[src/rtl/otp_seq_pkg.sv]
package otp_seq_pkg;
  typedef enum logic [2:0] {
    MD_STBY  = 3'd0,
    MD_MREAD = 3'd1,
    MD_MPROG = 3'd2,
    MD_AREAD = 3'd3,
    MD_APROG = 3'd4,
    MD_TST5  = 3'd5,
    MD_TST6  = 3'd6,
    MD_TST7  = 3'd7
  } otp_mode_e;

  typedef enum logic [1:0] {
    ST_IDLE = 2'd0,
    ST_RUN  = 2'd1,
    ST_DONE = 2'd2
  } seq_state_e;

  localparam logic [1:0] SEL_MODE  = 2'd0;
  localparam logic [1:0] SEL_ADDR  = 2'd1;
  localparam logic [1:0] SEL_COUNT = 2'd2;

  localparam int SLOW_BIT = 8;
  localparam int ALT_BIT  = 9;
endpackage

[src/rtl/otp_seq_regs.sv]
module otp_seq_regs
  import otp_seq_pkg::*;
#(
  parameter int AW = 13
) (
  input  logic          clk_i,
  input  logic          rst_ni,
  input  logic          we_i,
  input  logic [1:0]    sel_i,
  input  logic [AW-1:0] wdata_i,
  input  logic          addr_inc_i,
  output otp_mode_e     mode_o,
  output logic          slow_o,
  output logic          alt_o,
  output logic [AW-1:0] addr_o,
  output logic [AW-1:0] count_o
);
  otp_mode_e     mode_q;
  logic          slow_q, alt_q;
  logic [AW-1:0] addr_q, count_q;
  otp_mode_e     mode_new;
  logic          mode_ok;

  assign mode_new = otp_mode_e'(wdata_i[2:0]);
  // direct hop between two non-standby modes is refused
  assign mode_ok  = we_i && (sel_i == SEL_MODE) &&
                    ((mode_q == MD_STBY) || (mode_new == MD_STBY));

  always_ff @(posedge clk_i or negedge rst_ni) begin
    if (!rst_ni) begin
      mode_q <= MD_STBY;
      slow_q <= 1'b0;
      alt_q  <= 1'b0;
    end else if (mode_ok) begin
      mode_q <= mode_new;
      slow_q <= wdata_i[SLOW_BIT];
      alt_q  <= wdata_i[ALT_BIT];
    end
  end

  always_ff @(posedge clk_i or negedge rst_ni) begin
    if (!rst_ni) begin
      addr_q <= '0;
    end else if (addr_inc_i) begin
      addr_q <= addr_q + 1'b1;
    end else if (we_i && sel_i == SEL_ADDR) begin
      addr_q <= wdata_i;
    end
  end

  always_ff @(posedge clk_i or negedge rst_ni) begin
    if (!rst_ni) begin
      count_q <= '0;
    end else if (we_i && sel_i == SEL_COUNT) begin
      count_q <= wdata_i;
    end
  end

  assign mode_o  = mode_q;
  assign slow_o  = slow_q;
  assign alt_o   = alt_q;
  assign addr_o  = addr_q;
  assign count_o = count_q;

  assert_stby_pass_R2: assert property (@(posedge clk_i) disable iff (!rst_ni)
    (mode_q != $past(mode_q)) |-> ($past(mode_q) == MD_STBY || mode_q == MD_STBY));
endmodule

[src/rtl/otp_seq_fifo.sv]
module otp_seq_fifo #(
  parameter int DW    = 16,
  parameter int DEPTH = 4
) (
  input  logic          clk_i,
  input  logic          rst_ni,
  input  logic          push_i,
  input  logic [DW-1:0] wdata_i,
  input  logic          pop_i,
  output logic [DW-1:0] head_o,
  output logic          full_o,
  output logic          empty_o,
  output logic [$clog2(DEPTH+1)-1:0] level_o
);
  localparam int PW = (DEPTH > 1) ? $clog2(DEPTH) : 1;
  localparam int LW = $clog2(DEPTH+1);

  logic [DW-1:0] mem_q [DEPTH];
  logic [PW-1:0] wp_q, rp_q;
  logic [LW-1:0] lvl_q;

  function automatic logic [PW-1:0] nxt(input logic [PW-1:0] p);
    return (p == PW'(DEPTH-1)) ? '0 : p + 1'b1;
  endfunction

  always_ff @(posedge clk_i or negedge rst_ni) begin
    if (!rst_ni) begin
      wp_q  <= '0;
      rp_q  <= '0;
      lvl_q <= '0;
    end else begin
      if (push_i) wp_q <= nxt(wp_q);
      if (pop_i)  rp_q <= nxt(rp_q);
      case ({push_i, pop_i})
        2'b10:   lvl_q <= lvl_q + 1'b1;
        2'b01:   lvl_q <= lvl_q - 1'b1;
        default: lvl_q <= lvl_q;
      endcase
    end
  end

  always_ff @(posedge clk_i) begin
    if (push_i) mem_q[wp_q] <= wdata_i;
  end

  assign head_o  = mem_q[rp_q];
  assign full_o  = (lvl_q == LW'(DEPTH));
  assign empty_o = (lvl_q == '0);
  assign level_o = lvl_q;

  assert_no_overflow_R7: assert property (@(posedge clk_i) disable iff (!rst_ni)
    !(push_i && full_o && !pop_i));
  assert_no_underflow_R8: assert property (@(posedge clk_i) disable iff (!rst_ni)
    !(pop_i && empty_o));
endmodule

[src/rtl/otp_seq_engine.sv]
module otp_seq_engine
  import otp_seq_pkg::*;
#(
  parameter int AW = 13,
  parameter int DW = 16
) (
  input  logic          clk_i,
  input  logic          rst_ni,
  input  otp_mode_e     mode_i,
  input  logic          slow_i,
  input  logic          alt_i,
  input  logic [AW-1:0] count_i,
  input  logic          fifo_full_i,
  input  logic          fifo_empty_i,
  input  logic [DW-1:0] fifo_head_i,
  input  logic [DW-1:0] alt_data_i,
  output logic          mc_req_o,
  output logic          mc_wr_o,
  output logic [DW-1:0] mc_wdata_o,
  output logic          push_o,
  output logic          pop_o,
  output logic          addr_inc_o,
  output logic [AW:0]   left_o,
  output logic          ready_o
);
  localparam int LW = AW + 1;

  seq_state_e    state_q;
  logic [LW-1:0] left_q;
  logic          ph_q;
  logic          is_rd, is_pg, is_auto, run;
  logic          rd_req, rd_done, wr_go, word_done;

  assign is_rd   = (mode_i == MD_AREAD);
  assign is_pg   = (mode_i == MD_APROG);
  assign is_auto = is_rd || is_pg;
  assign run     = (state_q == ST_RUN);

  // a started slow read finishes its second phase regardless of fill level
  assign rd_req    = run && is_rd && (ph_q || !fifo_full_i);
  assign rd_done   = rd_req && (!slow_i || ph_q);
  assign wr_go     = run && is_pg && (alt_i || !fifo_empty_i);
  assign word_done = rd_done || wr_go;

  always_ff @(posedge clk_i or negedge rst_ni) begin
    if (!rst_ni) begin
      state_q <= ST_IDLE;
      left_q  <= '0;
      ph_q    <= 1'b0;
    end else begin
      unique case (state_q)
        ST_IDLE: if (is_auto) begin
          state_q <= ST_RUN;
          left_q  <= (is_pg && alt_i) ? LW'(1) : ({1'b0, count_i} + 1'b1);
          ph_q    <= 1'b0;
        end
        ST_RUN: begin
          if (!is_auto) begin
            state_q <= ST_IDLE;
            ph_q    <= 1'b0;
          end else if (word_done) begin
            left_q <= left_q - 1'b1;
            ph_q   <= 1'b0;
            if (left_q == LW'(1)) state_q <= ST_DONE;
          end else if (rd_req) begin
            ph_q <= 1'b1;
          end
        end
        ST_DONE: if (!is_auto) state_q <= ST_IDLE;
        default: state_q <= ST_IDLE;
      endcase
    end
  end

  assign mc_req_o   = rd_req || wr_go;
  assign mc_wr_o    = wr_go;
  assign mc_wdata_o = alt_i ? alt_data_i : fifo_head_i;
  assign push_o     = rd_done;
  assign pop_o      = wr_go && !alt_i;
  assign addr_inc_o = word_done;
  assign left_o     = left_q;
  assign ready_o    = !(run || (state_q == ST_IDLE && is_auto));

  assert_req_busy_R5: assert property (@(posedge clk_i) disable iff (!rst_ni)
    mc_req_o |-> !ready_o);
  assert_left_step_R5: assert property (@(posedge clk_i) disable iff (!rst_ni)
    (state_q == ST_RUN) |=> (left_q == $past(left_q) || left_q == $past(left_q) - 1'b1));
  assert_slow_two_R6: assert property (@(posedge clk_i) disable iff (!rst_ni)
    (mc_req_o && !mc_wr_o && slow_i && !ph_q) |=> mc_req_o);
  assert_alt_one_R9: assert property (@(posedge clk_i) disable iff (!rst_ni)
    (mc_wr_o && alt_i) |=> !mc_wr_o);
  assert_idle_modes_R10: assert property (@(posedge clk_i) disable iff (!rst_ni)
    (!is_auto && mode_i != MD_STBY) |-> (!mc_req_o && ready_o));
endmodule

[src/rtl/otp_seq.sv]
module otp_seq
  import otp_seq_pkg::*;
#(
  parameter int AW    = 13,
  parameter int DW    = 16,
  parameter int DEPTH = 4
) (
  input  logic                       clk_i,
  input  logic                       rst_ni,
  input  logic                       cfg_we_i,
  input  logic [1:0]                 cfg_sel_i,
  input  logic [AW-1:0]              cfg_wdata_i,
  output logic [2:0]                 mode_o,
  output logic                       slow_rd_o,
  output logic                       alt_src_o,
  output logic [AW-1:0]              start_addr_o,
  output logic [AW-1:0]              count_o,
  output logic [AW:0]                words_left_o,
  output logic                       ready_o,
  input  logic                       fifo_push_i,
  input  logic [DW-1:0]              fifo_wdata_i,
  input  logic                       fifo_pop_i,
  output logic [DW-1:0]              fifo_rdata_o,
  output logic [$clog2(DEPTH+1)-1:0] fifo_level_o,
  output logic                       mc_req_o,
  output logic                       mc_wr_o,
  output logic [AW-1:0]              mc_addr_o,
  output logic [DW-1:0]              mc_wdata_o,
  input  logic [DW-1:0]              mc_rdata_i,
  input  logic [DW-1:0]              alt_data_i
);
  otp_mode_e     mode;
  logic          slow, alt, addr_inc;
  logic [AW-1:0] addr, count;
  logic          f_push, f_pop, f_full, f_empty;
  logic [DW-1:0] f_wdata, f_head;
  logic          e_push, e_pop;

  otp_seq_regs #(.AW(AW)) u_regs (
    .clk_i, .rst_ni,
    .we_i(cfg_we_i), .sel_i(cfg_sel_i), .wdata_i(cfg_wdata_i),
    .addr_inc_i(addr_inc),
    .mode_o(mode), .slow_o(slow), .alt_o(alt),
    .addr_o(addr), .count_o(count)
  );

  // engine owns the write side in auto read, the read side in auto program
  assign f_push  = (mode == MD_AREAD) ? e_push : (fifo_push_i && !f_full);
  assign f_wdata = (mode == MD_AREAD) ? mc_rdata_i : fifo_wdata_i;
  assign f_pop   = (mode == MD_APROG) ? e_pop : (fifo_pop_i && !f_empty);

  otp_seq_fifo #(.DW(DW), .DEPTH(DEPTH)) u_fifo (
    .clk_i, .rst_ni,
    .push_i(f_push), .wdata_i(f_wdata), .pop_i(f_pop),
    .head_o(f_head), .full_o(f_full), .empty_o(f_empty),
    .level_o(fifo_level_o)
  );

  otp_seq_engine #(.AW(AW), .DW(DW)) u_eng (
    .clk_i, .rst_ni,
    .mode_i(mode), .slow_i(slow), .alt_i(alt), .count_i(count),
    .fifo_full_i(f_full), .fifo_empty_i(f_empty), .fifo_head_i(f_head),
    .alt_data_i,
    .mc_req_o, .mc_wr_o, .mc_wdata_o,
    .push_o(e_push), .pop_o(e_pop), .addr_inc_o(addr_inc),
    .left_o(words_left_o), .ready_o
  );

  assign mode_o       = mode;
  assign slow_rd_o    = slow;
  assign alt_src_o    = alt;
  assign start_addr_o = addr;
  assign count_o      = count;
  assign mc_addr_o    = addr;
  assign fifo_rdata_o = f_head;

  assert_addr_step_R4: assert property (@(posedge clk_i) disable iff (!rst_ni)
    (mc_req_o && (mc_wr_o || !slow)) |=> (start_addr_o == $past(start_addr_o) + 1'b1));
endmodule

[config.mk]
export PLATFORM = sky130hd
export DESIGN_NAME = otp_seq
export DESIGN_NICKNAME = d
export VERILOG_FILES = /design/src/rtl/otp_seq_pkg.sv /design/src/rtl/otp_seq_regs.sv /design/src/rtl/otp_seq_fifo.sv /design/src/rtl/otp_seq_engine.sv /design/src/rtl/otp_seq.sv
export SDC_FILE = /design/constraint.sdc
export NUM_CORES = 1
export LEC_CHECK = 0
export ABC_AREA = 1
export BUFFER_PORTS_ARGS = -buffer_cell sky130_fd_sc_hd__buf_2
export CAP_MARGIN = 20
export CELL_PAD_IN_SITES_DETAIL_PLACEMENT = 0
export CELL_PAD_IN_SITES_GLOBAL_PLACEMENT = 1
export CORE_ASPECT_RATIO = 1.2
export CORE_UTILIZATION = 40
export CTS_CLUSTER_SIZE = 8
export DETAILED_ROUTE_END_ITERATION = 10
export GPL_TIMING_DRIVEN = 0
export PLACE_DENSITY = 0.87
export SETUP_SLACK_MARGIN = 0.15
export SYNTH_ARGS = -nofsm -noshare
export SYNTH_HDL_FRONTEND = slang
export SYNTH_HIERARCHICAL = 1
export SYNTH_SLANG_ARGS = --single-unit
[constraint.sdc]
create_clock -name clk_i -period 3.1 [get_ports clk_i]
set_input_delay 0 -clock clk_i [delete_from_list [all_inputs] [get_ports clk_i]]
set_output_delay 0 -clock clk_i [all_outputs]
set_load 0.01 [all_outputs]
==> flow_metrics.py, run 1 <==
metrics = {
    "power_and_ir_drop": {
        "internal_power_mw": 4.89,
        "leakagePower_nw": 4.47,
        "combPwrFrac": 0.475,
        "pwr_density_cell_nw_per_um2": 981,
        "irDropWorstVdd_uv": 486,
        "pwr-share-clk": 0.217,
        "p_seq_frac": 0.308,
        "swShare": 0.439,
        "p_sw_mw": 3.83,
    },
    "placement": {
        "io_buffer_count": 163,
        "gp_congestion": 0.854,
        "dp_hpwl_mm": 13.4,
    },
    "worst_setup_path": {
        "critPathCaptureType": "flip-flop",
        "r2r-end": "u_fifo/mem_q[3][1]",
        "worst_r2r_startpoint": "u_regs/mode_o[2]",
        "worst-path-max-fanout": 16,
        "reg2regPathDepth": 10,
        "crit_start": "u_regs/mode_o[2]",
        "worstSetupEndpoint": "u_fifo/mem_q[3][1]",
        "worst_setup_path_start_kind": "flip-flop",
        "crit_type": "reg -> reg",
        "r2r_slack_ps": 600,
        "cp.arrival_ps": 2530,
        "crit_required_ps": 3140,
    },
    "run": {
        "drv_cap": 0,
    },
    "cells_and_area": {
        "drive_gt1_frac": 0.246,
        "final_nets": 1143,
        "area_growth_pct": 31.2,
        "final_core_util": 0.542,
        "diodes": 0,
    },
    "route": {
        "wl_per_cell_um": 14.5,
        "drt_pass1_iterations": 5,
        "num_vias": 6214,
        "drc": 0,
        "wl_mm": 18.7,
        "avgViaCountPerCell": 4.82,
        "drt_iter0_markers": 320,
        "ant_nets": 0,
    },
    "clock_tree": {
        "postCtsSetupBuffers": 0,
        "numCtsBuffers": 17,
        "clk_path_buf_depth": 2,
        "clkTransAtPathRegs_ps": 60,
        "root_buffer": "clkbuf_16",
        "htree_levels": 4,
        "clock_sinks": 119,
        "cts_tree": "yes",
        "clk_latency_ps": 420,
    },
    "logic_synthesis": {
        "netlist_instances": 837,
        "synthesis.area_um2": 6770,
        "yosysWarnings": 6,
        "synth_edf_count": 64,
        "synth_fp_nets": 916,
        "synth_mux_area_frac": 0.00333,
        "synth_top_family_by_area": "simple AND/OR/NAND/NOR gates",
        "synthTopCellsByArea": "edfxtp_1 28%, dfrtp_1 20%, nand2_1 18%, inv_1 5.6%, o211ai_1 3.7%",
        "synth-seq-cells": 119,
        "syn_avg_cell_area_um2": 8.09,
        "synthMostInstantiatedCell": "nand2_1",
        "synthSimpleGateAreaFrac": 0.286,
        "synth_ff_type": "edfxtp_1",
        "ys_seq_area_frac": 0.487,
        "yosysUniqueCellTypes": 40,
        "yosysTopAreaCell": "edfxtp_1",
        "synth_compound_area_frac": 0.0847,
        "netlist.area_leader.share": 0.284,
        "synth_xor_area_frac": 0.00906,
        "synthAdderAreaFrac": 0.0214,
        "ys_async_sr_fraction": 0.462,
        "synth_common_cells": "316 x nand2_1, 101 x inv_1, 64 x edfxtp_1, 55 x dfrtp_1, 48 x nor2_1",
    },
    "sta": {
        "clock_skew_ps": 16.5,
        "fin_crit_sh": 0.806,
        "setup_violations": 0,
        "worstMarginPinSlew_ps": 760,
        "slew_viol_final": 0,
        "fin_setup_tns_ps": 0,
        "final.min_clock_period_ps": 2500,
        "fmax_mhz": 400,
        "rsz0062_at_grt": "no",
        "slew-limit-headroom": 0.493,
        "fin_hold_ws_ps": 18.0,
        "finalHoldViolCount": 0,
    },
    "grt": {
        "first_global_vias": 5870,
        "use_met1": 0.265,
        "gr-usage-met2": 0.407,
        "grt_first_pass_wirelength_mm": 29.6,
        "grt_util_met3": 0.0446,
        "overflow": 0,
        "grt_most_used_layer": "met2",
        "grt.total_usage": 0.225,
        "antenna_found_initial": 0,
        "grt_max_degree": 36,
    },
    "floorplan": {
        "fp.dieW_um": 121,
        "num_rows": 51,
        "core_um2": 16400,
        "io_pins": 164,
        "start_util": 0.413,
        "die_area_um2": 17400,
        "die_height_um": 145,
    },
    "worst_hold_path": {
        "min_path_type": "in -> reg",
    },
    "outcome": {
        "status": "completed",
    },
}
## cells in the final DEF (no fill, tap or decap), drive strengths merged
cell	count
a21boi	1
nand2	322
o221ai	3
o22ai	1
xnor2	5
nor2	53
nor4	1
nand3b	2
dlygate4sd3	44
a21o	1
a22oi	1
nor3	5
o21ai	40
mux2	2
nand3	48
clkinvlp	3
ha	10
edfxtp	64
a21oi	11
nand4	25
o211ai	33
clkbuf	20
xor2	2
dfrtp	55
buf	202
or2	1
inv	121
fa	1
## final cells by class
cell class / instances / area (µm²)
flip-flops and latches: 119 / 3300
well taps: 212 / 265
plain buffers: 41 / 320
clock inverters: 15 / 148
fillers: 1532 / 7520
clock buffers: 17 / 425
repair buffers: 208 / 1280
inverters: 109 / 412
multi-input cells: 568 / 2740
## cells by family (layout without fill, tap and decap cells)
group                      after synthesis  after routing
and+or+nand+nor                        457            457
buffers and inverters                  150            390
DFF                                    119            119
AOI/OAI and AO/OA                       91             91
adders and majority gates               11             11
xor gates and xnor gates                 7              7
muxes                                    2              2
## registers in the layout, summed over array words and instances, names as in the netlist
name	cells
u_regs/alt_o	1
u_eng/state_q	2
u_eng/ph_q	1
u_regs/slow_o	1
u_regs/count_o	13
u_fifo/wp_q	2
u_regs/mode_o	3
u_eng/left_o	14
u_fifo/mem_q	64
u_regs/addr_o	13
u_fifo/rp_q	2
u_fifo/level_o	3
## worst max-delay path, stage by stage (launching register included)
cell and delay [ps]:
dfrtp_1 480, inv_1 140, nand3_2 120, nor2_1 180, nand3_2 140, inv_1 70
nand4_1 100, nand2_1 80, buf_2 170, nand2_1 80, inv_1 550
## routing by layer
layer	routed length, µm	up-vias
met4	289	0
met3	1090	19
met1	7940	2820
met2	9430	204
met5	0	-
li1	-	3171
## worst min path at each step
stage,slack (ps),startpoint,end,cells after the start
2_1_floorplan,-300,rst_ni,u_eng/left_o[0],0
3_3_place_gp,280,alt_data_i[12],mc_wdata_o[12],4
3_5_place_dp,20,rst_ni,u_eng/left_o[12],1
4_1_cts,4,mc_rdata_i[1],u_fifo/mem_q[1][1],3
5_1_grt,30,mc_rdata_i[7],u_fifo/mem_q[2][7],3
6_report,20,mc_rdata_i[1],u_fifo/mem_q[1][1],3
## what timing repair did
item                                   CTS  global route
resized for setup                        0             0
hold buffers                            44             0
endpoints found under the hold margin  128             0
## per-stage QoR
step	area, µm²	cells	setup WS (ps)	power, mW
floorplan	6770	837	861	5.27
global placement	7850	1212	590	6.72
detailed placement	7870	1213	568	6.76
CTS	8880	1289	561	8.78
global route	8880	1289	342	9.37
finish	8880	1289	602	8.72
## power groups by stage
stage	registers, mW	clock network, mW	logic, mW
2_1_floorplan	2.69	0	2.59
3_3_place_gp	2.71	0	4.01
3_5_place_dp	2.71	0	4.05
4_1_cts	2.69	1.93	4.16
5_1_grt	2.75	2.01	4.61
6_report	2.68	1.89	4.14
Power figures use the tool's default switching activity.
==> run 2: changes to the inputs <==
--- a/config.mk
+++ b/config.mk
@@ -11,11 +11,11 @@
 export CELL_PAD_IN_SITES_DETAIL_PLACEMENT = 0
 export CELL_PAD_IN_SITES_GLOBAL_PLACEMENT = 1
 export CORE_ASPECT_RATIO = 1.2
-export CORE_UTILIZATION = 40
+export CORE_UTILIZATION = 36
 export CTS_CLUSTER_SIZE = 8
 export DETAILED_ROUTE_END_ITERATION = 10
 export GPL_TIMING_DRIVEN = 0
-export PLACE_DENSITY = 0.87
+export PLACE_DENSITY = 0.83
 export SETUP_SLACK_MARGIN = 0.15
 export SYNTH_ARGS = -nofsm -noshare
 export SYNTH_HDL_FRONTEND = slang
==> constraint.sdc (replaced) <==
create_clock -name clk_i -period 2.04 [get_ports clk_i]
set_input_delay 0 -clock clk_i [delete_from_list [all_inputs] [get_ports clk_i]]
set_output_delay 0 -clock clk_i [all_outputs]
set_load 0.01 [all_outputs]
==> flow_metrics.py, run 2 (synthesis gave the netlist of run 1 again) <==
metrics = {
    "outcome": {
        "status": "complete, but fails checks",
        "violations": "negative setup slack",
    },
    "sta": {
        "finalHoldViolCount": 0,
        "fin_setup_tns_ps": -138,
        "rsz0062_at_grt": "yes",
        "slew-limit-headroom": 0.546,
        "slew_viol_final": 0,
        "clock_skew_ps": 6.79,
        "setup_violations": 10,
        "fmax_mhz": 477,
        "final.min_clock_period_ps": 2100,
        "fin_crit_sh": 1.03,
        "worstMarginPinSlew_ps": 681,
        "setup_slack_ps": -58.6,
    },
    "cells_and_area": {
        "diodes": 0,
        "area_growth_pct": 39.3,
        "n_fill_cell": 1747,
        "final_nets": 1178,
        "drive_gt1_frac": 0.302,
        "largest_register_ffs": 64,
        "layout_commonest_cell": "nand2_1",
        "final_cell_mix": "307 x nand2_1, 166 x buf_2, 91 x inv_1",
        "final_cells": 1364,
        "largest-register": "u_fifo/mem_q",
    },
    "placement": {
        "gp_congestion": 0.860,
        "dp_hpwl_mm": 13.6,
        "dp_cells": 1253,
        "io_buffer_count": 163,
    },
    "route": {
        "drc": 0,
        "wl_per_cell_um": 14.5,
        "drt_iter0_markers": 348,
        "drt_pass1_iterations": 5,
        "avgViaCountPerCell": 4.75,
        "num_vias": 6477,
        "wl_mm": 19.8,
        "ant_nets": 0,
    },
    "worst_setup_path": {
        "slowest_delay_ps": 360,
        "crit_family": "simple AND/OR/NAND/NOR gates",
        "cp.arrival_ps": 2410,
        "worst-path-max-fanout": 5,
        "critPathCaptureType": "flip-flop",
        "worst_setup_path_start_kind": "flip-flop",
        "crit_type": "reg -> reg",
        "crit_required_ps": 2350,
        "crit_path_top_delay_cell": "dfrtp_1",
        "crit_chain": "inv_2 -> nor3_4 -> nand2_2 -> nand3_4 -> inv_2 -> nand4_1 -> nand2_1 -> buf_6 -> inv_4 -> ha_4 -> inv_2 -> fa_2 -> nand2_2 -> nand3_2 -> nand2_1 -> nand2_1",
        "cp_num_buf_inv": 5,
    },
    "power_and_ir_drop": {
        "leakagePower_nw": 4.65,
        "pwr_density_cell_nw_per_um2": 1490,
        "irDropWorstVdd_uv": 747,
    },
    "clock_tree": {
        "htree_levels": 4,
        "cts_tree": "yes",
        "clkTransAtPathRegs_ps": 60,
        "clk_latency_ps": 420,
        "clk_path_buf_depth": 2,
        "numCtsBuffers": 17,
        "clock_sinks": 119,
        "root_buffer": "clkbuf_16",
    },
    "grt": {
        "first_global_vias": 6119,
        "overflow": 0,
        "grt_first_pass_wirelength_mm": 31.4,
        "antenna_found_initial": 0,
        "grt.total_usage": 0.211,
        "grt_max_degree": 29,
    },
    "floorplan": {
        "die_area_um2": 19400,
        "io_pins": 164,
        "die_height_um": 152,
        "core_um2": 18300,
        "fp.dieW_um": 127,
        "num_rows": 54,
        "start_util": 0.370,
    },
    "run": {
        "drv_cap": 0,
    },
    "worst_hold_path": {
        "min_path_type": "in -> reg",
    },
}
run 2: area by class of cell:
cell class | count | area [µm²] | area share
Timing Repair Buffer | 243 | 1610 | 0.170
Multi-Input combinational cell | 568 | 2850 | 0.303
Buffer | 41 | 337 | 0.0357
Inverter | 109 | 442 | 0.0468
Sequential cell | 119 | 3300 | 0.350
Tap cell | 252 | 315 | 0.0334
Clock inverter | 15 | 146 | 0.0155
Clock buffer | 17 | 425 | 0.0451
run 2: layer usage:
| metal | global-route usage | share of wire | vias up | wire length [µm] |
|---|---|---|---|---|
| met3 | 0.0411 | 0.050 | 23 | 991 |
| met4 | 0.0618 | 0.017 | 0 | 332 |
| met2 | 0.375 | 0.50 | 211 | 9930 |
| met5 | 0 | 0 | - | 0 |
| li1 | - | - | 3235 | - |
| met1 | 0.256 | 0.43 | 3008 | 8520 |
run 2: final timing paths:
check | depth (start not counted) | slack (ps) | to | startpoint
setup / recovery | 16 | -60 | u_fifo/level_o[2] | u_fifo/level_o[2]
hold / removal | 3 | 20 | u_fifo/mem_q[1][7] | mc_rdata_i[7]
setup reg to reg | 16 | -60 | u_fifo/level_o[2] | u_fifo/level_o[2]
hold reg to reg | 2 | 520 | u_regs/count_o[11] | u_regs/count_o[11]
max in group asynchronous | 3 | 1260 | u_fifo/level_o[1] | rst_ni
min in group asynchronous | 2 | 160 | u_eng/left_o[8] | rst_ni
run 2: worst min-delay path: stages:
cell     delay, ps
buf_2           80
nand4_1         80
nand2_1        140
run 2: per-stage QoR:
stage	power, mW	instance area, µm²	worst slack, ps	hold WS [ps]	util
2_1_floorplan	8.14	6840	-25.1	-296	-
3_3_place_gp	10.4	7970	-212	268	0.435
3_5_place_dp	10.5	7990	-235	89.3	0.437
4_1_cts	13.8	9250	-11.3	5.75	0.505
5_1_grt	15.1	9430	-216	34.3	0.515
6_report	14.0	9430	-58.6	17.5	0.515
run 2: repair_timing:
action,4_1_cts,5_1_grt
hold endpoints to repair,117,0
hold buffers,43,0
buffers inserted,20,15
gates cloned,0,1
pin swaps,7,7
endpoints found under the setup margin,90,91
gates resized for setup,16,19
run 2: power by group:
part / internal [mW] / switching, mW
clock network: 1.63 / 1.24
logic: 2.90 / 4.18
registers: 3.37 / 0.698
total: 7.90 / 6.12
